`src/rtl/tree_route_pkg.sv`:
```
package tree_route_pkg;
  typedef enum logic [1:0] {
    HOP_UP       = 2'b00,
    HOP_DN_LEFT  = 2'b01,
    HOP_DN_RIGHT = 2'b10
  } hop_e;
endpackage

```
`src/rtl/route_plan.sv`:
```
// Combinational address arithmetic: relative address and climb height.
module route_plan #(
  parameter int ADDR_W = 4,
  parameter int IW     = (ADDR_W > 1) ? $clog2(ADDR_W) : 1
) (
  input  logic [ADDR_W-1:0] src,
  input  logic [ADDR_W-1:0] dst,
  output logic              same_leaf,
  output logic [IW-1:0]     top_idx
);
  logic [ADDR_W-1:0] rel;

  assign rel       = src ^ dst;
  assign same_leaf = (rel == '0);

  // highest set bit of the relative address; later iterations win
  always_comb begin
    top_idx = '0;
    for (int b = 0; b < ADDR_W; b++) begin
      if (rel[b]) top_idx = IW'(b);
    end
  end
endmodule

```
`src/rtl/hop_sequencer.sv`:
```
// Holds route state and computes the next hop to register.
module hop_sequencer
  import tree_route_pkg::*;
#(
  parameter int ADDR_W = 4,
  parameter int IW     = (ADDR_W > 1) ? $clog2(ADDR_W) : 1
) (
  input  logic              clk,
  input  logic              rst,
  input  logic              accept,
  input  logic              same_leaf,
  input  logic [IW-1:0]     top_idx,
  input  logic [ADDR_W-1:0] dst,
  output logic              nxt_valid,
  output hop_e              nxt_dir,
  output logic              nxt_last,
  output logic              nxt_done,
  output logic              nxt_ready
);
  logic              busy_q, busy_n;
  logic [IW-1:0]     ups_q, ups_n;
  logic [IW-1:0]     pos_q, pos_n;
  logic [ADDR_W-1:0] dst_q, dst_n;

  always_comb begin
    nxt_valid = 1'b0;
    nxt_dir   = HOP_UP;
    nxt_last  = 1'b0;
    nxt_done  = 1'b0;
    busy_n    = busy_q;
    ups_n     = ups_q;
    pos_n     = pos_q;
    dst_n     = dst_q;
    if (!busy_q) begin
      if (accept) begin
        if (same_leaf) begin
          nxt_done = 1'b1;
        end else begin
          nxt_valid = 1'b1;
          nxt_dir   = HOP_UP;
          busy_n    = 1'b1;
          ups_n     = top_idx;   // one up hop is emitted now
          pos_n     = top_idx;
          dst_n     = dst;
        end
      end
    end else if (ups_q != '0) begin
      nxt_valid = 1'b1;
      nxt_dir   = HOP_UP;
      ups_n     = ups_q - 1'b1;
    end else begin
      nxt_valid = 1'b1;
      nxt_dir   = dst_q[pos_q] ? HOP_DN_RIGHT : HOP_DN_LEFT;
      if (pos_q == '0) begin
        nxt_last = 1'b1;
        nxt_done = 1'b1;
        busy_n   = 1'b0;
      end else begin
        pos_n = pos_q - 1'b1;
      end
    end
    nxt_ready = !busy_n;
  end

  always_ff @(posedge clk) begin
    if (rst) begin
      busy_q <= 1'b0;
      ups_q  <= '0;
      pos_q  <= '0;
      dst_q  <= '0;
    end else begin
      busy_q <= busy_n;
      ups_q  <= ups_n;
      pos_q  <= pos_n;
      dst_q  <= dst_n;
    end
  end
endmodule

```
`src/rtl/hop_out_reg.sv`:
```
// Output register stage: every port of the top leaves from a flop.
module hop_out_reg
  import tree_route_pkg::*;
(
  input  logic       clk,
  input  logic       rst,
  input  logic       d_valid,
  input  hop_e       d_dir,
  input  logic       d_last,
  input  logic       d_done,
  input  logic       d_ready,
  output logic       q_valid,
  output logic [1:0] q_dir,
  output logic       q_last,
  output logic       q_done,
  output logic       q_ready
);
  always_ff @(posedge clk) begin
    if (rst) begin
      q_valid <= 1'b0;
      q_dir   <= HOP_UP;
      q_last  <= 1'b0;
      q_done  <= 1'b0;
      q_ready <= 1'b1;
    end else begin
      q_valid <= d_valid;
      q_dir   <= d_dir;
      q_last  <= d_last;
      q_done  <= d_done;
      q_ready <= d_ready;
    end
  end
endmodule

```
`src/rtl/tree_route_gen.sv`:
```
module tree_route_gen
  import tree_route_pkg::*;
#(
  parameter int ADDR_W = 4
) (
  input  logic              clk,
  input  logic              rst,
  input  logic              req_valid,
  output logic              req_ready,
  input  logic [ADDR_W-1:0] req_src,
  input  logic [ADDR_W-1:0] req_dst,
  output logic              hop_valid,
  output logic [1:0]        hop_dir,
  output logic              hop_last,
  output logic              route_done
);
  localparam int IW = (ADDR_W > 1) ? $clog2(ADDR_W) : 1;

  logic          accept;
  logic          same_leaf;
  logic [IW-1:0] top_idx;
  logic          n_valid, n_last, n_done, n_ready;
  hop_e          n_dir;

  assign accept = req_valid && req_ready;

  route_plan #(.ADDR_W(ADDR_W), .IW(IW)) u_plan (
    .src       (req_src),
    .dst       (req_dst),
    .same_leaf (same_leaf),
    .top_idx   (top_idx)
  );

  hop_sequencer #(.ADDR_W(ADDR_W), .IW(IW)) u_seq (
    .clk       (clk),
    .rst       (rst),
    .accept    (accept),
    .same_leaf (same_leaf),
    .top_idx   (top_idx),
    .dst       (req_dst),
    .nxt_valid (n_valid),
    .nxt_dir   (n_dir),
    .nxt_last  (n_last),
    .nxt_done  (n_done),
    .nxt_ready (n_ready)
  );

  hop_out_reg u_out (
    .clk     (clk),
    .rst     (rst),
    .d_valid (n_valid),
    .d_dir   (n_dir),
    .d_last  (n_last),
    .d_done  (n_done),
    .d_ready (n_ready),
    .q_valid (hop_valid),
    .q_dir   (hop_dir),
    .q_last  (hop_last),
    .q_done  (route_done),
    .q_ready (req_ready)
  );
endmodule

```
`config.mk`:
```
export PLATFORM = sky130hd
export DESIGN_NAME = tree_route_gen
export DESIGN_NICKNAME = d
export VERILOG_FILES = /design/src/rtl/tree_route_pkg.sv /design/src/rtl/route_plan.sv /design/src/rtl/hop_sequencer.sv /design/src/rtl/hop_out_reg.sv /design/src/rtl/tree_route_gen.sv
export SDC_FILE = /design/constraint.sdc
export NUM_CORES = 1
export LEC_CHECK = 0
export BUFFER_PORTS_ARGS = -buffer_cell sky130_fd_sc_hd__buf_2
export CORE_MARGIN = 2
export CORE_UTILIZATION = 50
export DETAILED_ROUTE_END_ITERATION = 8
export PLACE_DENSITY = 0.81
export SLEW_MARGIN = 20
export SYNTH_ARGS = -nofsm -noshare
export SYNTH_HDL_FRONTEND = slang
export SYNTH_SLANG_ARGS = --single-unit
```
`constraint.sdc`:
```
create_clock -name clk -period 1.9 [get_ports clk]
set_input_delay 0.19 -clock clk [delete_from_list [all_inputs] [get_ports clk]]
set_output_delay 0.19 -clock clk [all_outputs]
set_load 0.02 [all_outputs]
```
# Word level (Yosys, flattened, before mapping)
# Cells that the tools add are included.
# word_totals
ram_bits	0
reg_bits	15
latch_bits	0
mem_count	0
rom_bits	0
# classes
n_shift	0
n_eq_ne	4
n_mul	0
n_reduce_logical	11
bitwise	3
order_cmp	1
div_mod_pow	0
n_mux	24
addsub	2
# ops
op	n
2-to-1 mux 2 bit	10
2-to-1 mux 1 bit	13
!= test 2 bit (second input constant)	3
AND reduction 3 bit	2
zero test 4 bit	1
AND reduction 4 bit	1
nonzero test 2 bit	2
subtractor 2 x 1 -> 2 bit (second input constant)	2
bitwise XOR 4 bit	1
less-than comparator 2 x 3 -> 1 bit (second input constant)	1
OR reduction 3 bit	1
binary-select mux 1 bit (select 2 bit)	1
zero test 2 bit	1
!= test 2 x 1 -> 1 bit (second input constant)	1
inverter 1 bit	2
OR reduction 2 bit	1
logical AND 1 bit	1
zero test 1 bit	1

# Depth between registers and ports, before layout
# depth
depth_word	7
ltp_mapped	6

# Cells and area by module
# From an unflattened synthesis, not the netlist that was laid out.
# unflattened
cells_unflattened	83
area_unflattened_um2	773.2
# modules_own_cells
module	area_per_inst_um2	seq_area_each_um2	cells_each	n_inst
hop_sequencer	528.0	180.2	62	1
hop_out_reg	170.2	120.1	12	1
route_plan	68.8	0.0	8	1
tree_route_gen	6.3	0.0	1	1

# Worst setup path after synthesis
# No wires, ideal clock.
# synth_timing
kind	register -> register
start	register u_seq.busy_q
end	register u_seq.pos_q[1]
arrival_ps	1350
path_buffers	1
stages_incl_launch_ff	6
setup_time_ps	71
period_less_slack_ps	1420
slack_ps	480
path_cell_list	dfxtp_1 -> clkbuf_1 -> and3b_1 -> o41a_1 -> or3_1 -> a21oi_1
# synth_between
elab_chain_cells	2
# synth_rtl
element	line	source
from (decl)	hop_sequencer.sv:20	logic busy_q, busy_n;
from (signal assigned)	hop_sequencer.sv:72	busy_q <= busy_n;
!= test 2 bit (no line) (tied with other cells)	-	
AND reduction 4 bit (no line)	-	
to (signal assigned)	hop_sequencer.sv:74	pos_q <= pos_n;
to (decl)	hop_sequencer.sv:22	logic [IW-1:0] pos_q, pos_n;
# Parallel ways exist; a longest one is shown, timed or not.
# A chain may end at the register's enable or synchronous reset.

# Worst setup path after layout
# Ends and elaborated chain as after synthesis.

==> results.cfg <==
[layout]
instances_no_fill = 113
mostFrequentLayoutCell = sky130_fd_sc_hd__buf_2
antenna_cells = 0
finish.net_count = 112
number_of_inserted_filler_cells_in_the_final_layout = 112
drive_above_1_share_pct = 22.4
sequential_cell_area_um2 = 300
multiInputGateArea_um2 = 382
layout-area-overhead-vs-synth_pct = 17.6
mostFrequentLayoutCells = 16 x sky130_fd_sc_hd__buf_2, 15 x sky130_fd_sc_hd__dfxtp_1, 12 x sky130_fd_sc_hd__nand2_1
postLayoutCoreUtil_pct = 63.5

[drt]
ant_nets = 0
firstDrtPassIters = 4
first_iter_violations = 19
dr_vias = 641
post-route-drc-count = 0
detail_route.wl_per_cell_um = 13.3
finalWirelength_mm = 1.51
post_drt_via_cell_ratio = 5.67

[power_and_ir_drop]
worst_voltage_drop_across_the_vdd_grid_uv = 501
power_leakage_nw = 0.342
powerDensity_nw_per_um2 = 1010
post-layout-total-power_uw = 844

[hold_path]
worst_hold_startpoint = req_dst[1]
holdPathEnd = u_seq.dst_q[1]
worstHoldPathType = in -> reg
min_delay_path_depth = 3

[worst_setup_path]
timing.rr.end = u_seq.pos_q[1]
r2r_cells = 4
endpoint_kind = flop
regToRegSetupSlack_ps = 390
critPathKind = reg -> reg
worst-path-max-fanout = 9
crit_required_ps = 2120
timing.rr.start = u_seq.busy_q
critical_path.startpoint_type = flop
worstPathArrival_ps = 1730

[die]
floorplan.io_pins = 17
die_area_um2 = 1740
placeableCoreArea_um2 = 1320
initial_core_util_pct = 54.0
die_w_um = 41.7
dieHeight_um = 41.7
rows = 13

[clock_network]
clock_sinks = 15
postCtsSetupRepairBufs = 0
cts-resized-gates = 0
clock_latency_on_the_worst_skew_pair_ps = 280
clock_tree.htree_level_count = 1
numCtsBuffers = 3
cts.reportedPaths.clkPinSlew_ps = 90
clk_path_buf_depth = 2
clockRootBuffer = sky130_fd_sc_hd__clkbuf_4
cts_hold_bufs = 0
cts_tree = yes

[sta]
rsz_0062_raised_after_global_routing = no
finalCriticalPeriod_ps = 1510
final-max-slew-violation-count = 0
timing.final.crit_share_pct = 79.3
timing.fmax_mhz = 664
fin_tns_setup_ps = 0
maxSlewHeadroom_pct = 65.3
report.final.setup_viol = 0
finalHoldViolCount = 0
tightest_slew_ps = 519
fin_worst_skew_ps = 1.93

[status]
run_status = finished clean

[global_route]
grt_start_max_net_pins = 16
grt_remaining_overflow = 0
grt_pass1_vias = 595
grt_first_pass_wirelength_mm = 2.43
antenna_violations_before_repair = 0
gr-usage-all-layers_pct = 18.1

[run]
drv.max_cap_violation_count = 0

[synthesis]
synth_top_cell_by_area = sky130_fd_sc_hd__dfxtp_1
postSynthAreaPerCell_um2 = 9.01
seq_area_frac_synth_pct = 42.2
yosysWarningCount = 0
synth_fp_nets = 92
netlist_instances = 79
synth-seq-cells = 15
synth.lib_cells_used.distinct = 29
ys_top_cells_by_area = sky130_fd_sc_hd__dfxtp_1 42%, sky130_fd_sc_hd__a21oi_1 6.3%, sky130_fd_sc_hd__nand2_1 6.3%
yosys.area.top_type_share_pct = 42.2
netlist_area_um2 = 712

[placed_design]
gp_congestion = 0.765
post-dp-hpwl_mm = 1.10
placedCellCount = 109
place.port_buffers = 16
## state kept, by name, indices dropped and copies added (netlist names)
| register | flops |
|---|---|
| u_out.q_dir | 2 |
| u_out.q_done | 1 |
| u_out.q_last | 1 |
| u_out.q_ready | 1 |
| u_out.q_valid | 1 |
| u_seq.busy_q | 1 |
| u_seq.dst_q | 4 |
| u_seq.pos_q | 2 |
| u_seq.ups_q | 2 |
## routing by layer
metal	up-vias	track usage [%]	share of wire (%)	wire (um)
li1	326	-	-	-
met1	297	19.8	43	647
met2	12	31.6	51	765
met3	6	3.04	2.9	44
met4	0	12.3	3.3	49
met5	-	0	0	0
## worst max-delay path, cell delays in order, from the launching register on
cell and delay [ps]:
sky130_fd_sc_hd__dfxtp_1 480, sky130_fd_sc_hd__and3b_1 290, sky130_fd_sc_hd__o41a_1 210, sky130_fd_sc_hd__or3_1 350, sky130_fd_sc_hd__a21oi_1 130
## per-stage QoR
stage / setup WS, ps / hold WS, ps / instance area, um^2
2_1_floorplan: 480 / 266 / 712
3_3_place_gp: 353 / 446 / 811
3_5_place_dp: 294 / 453 / 811
4_1_cts: 413 / 163 / 837
5_1_grt: 318 / 169 / 837
6_report: 393 / 162 / 837
## cells in the mapped netlist
cell	count
sky130_fd_sc_hd__a211o_1	1
sky130_fd_sc_hd__a21o_1	1
sky130_fd_sc_hd__a21oi_1	9
sky130_fd_sc_hd__a22oi_1	1
sky130_fd_sc_hd__a2bb2oi_1	1
sky130_fd_sc_hd__and2_1	2
sky130_fd_sc_hd__and3b_1	1
sky130_fd_sc_hd__clkbuf_1	2
sky130_fd_sc_hd__dfxtp_1	15
sky130_fd_sc_hd__ha_1	2
sky130_fd_sc_hd__inv_1	6
sky130_fd_sc_hd__mux4_2	1
sky130_fd_sc_hd__nand2_1	12
sky130_fd_sc_hd__nand2b_1	2
sky130_fd_sc_hd__nand3_1	2
sky130_fd_sc_hd__nand4_1	1
sky130_fd_sc_hd__nor2_1	1
sky130_fd_sc_hd__nor3_1	1
sky130_fd_sc_hd__nor3b_1	2
sky130_fd_sc_hd__nor4_1	1
sky130_fd_sc_hd__o21ai_0	2
sky130_fd_sc_hd__o221ai_1	3
sky130_fd_sc_hd__o311ai_0	1
sky130_fd_sc_hd__o41a_1	1
sky130_fd_sc_hd__o41ai_1	1
sky130_fd_sc_hd__o41ai_2	1
sky130_fd_sc_hd__or3_1	1
sky130_fd_sc_hd__xnor2_1	1
sky130_fd_sc_hd__xor2_1	4
## final cells by class
class                           instances  area share, %
Multi-Input combinational cell         56           45.6
Sequential cell                        15           35.9
Timing Repair Buffer                   17           10.5
Clock buffer                            4           3.14
Inverter                                6           2.69
Tap cell                               15           2.24
## how the worst max path moves through the flow
stage                     end    startpoint  depth (start not counted)
2_1_floorplan  u_seq.pos_q[1]  u_seq.busy_q                          5
3_3_place_gp   u_seq.pos_q[1]    req_dst[3]                          5
3_5_place_dp   u_seq.pos_q[1]    req_dst[3]                          5
4_1_cts        u_seq.pos_q[1]  u_seq.busy_q                          4
5_1_grt        u_seq.pos_q[1]  u_seq.busy_q                          4
6_report       u_seq.pos_q[1]  u_seq.busy_q                          4
## power breakdown
| group | switching [mW] | internal [mW] |
|---|---|---|
| sequential | 0.0338 | 0.362 |
| combinational | 0.149 | 0.116 |
| clock | 0.102 | 0.0815 |
| total | 0.285 | 0.560 |
## cells by family after synthesis
kind of cell	after synthesis	synth area share, %
adders and majority gates	2	3.51
AOI/OAI and AO/OA	22	22.3
buffers and inverters	8	4.22
and+or+nand+nor	26	18.5
DFF	15	42.2
muxes	1	3.16
xor gates and xnor gates	5	6.15
Power figures use the tool's default switching activity.
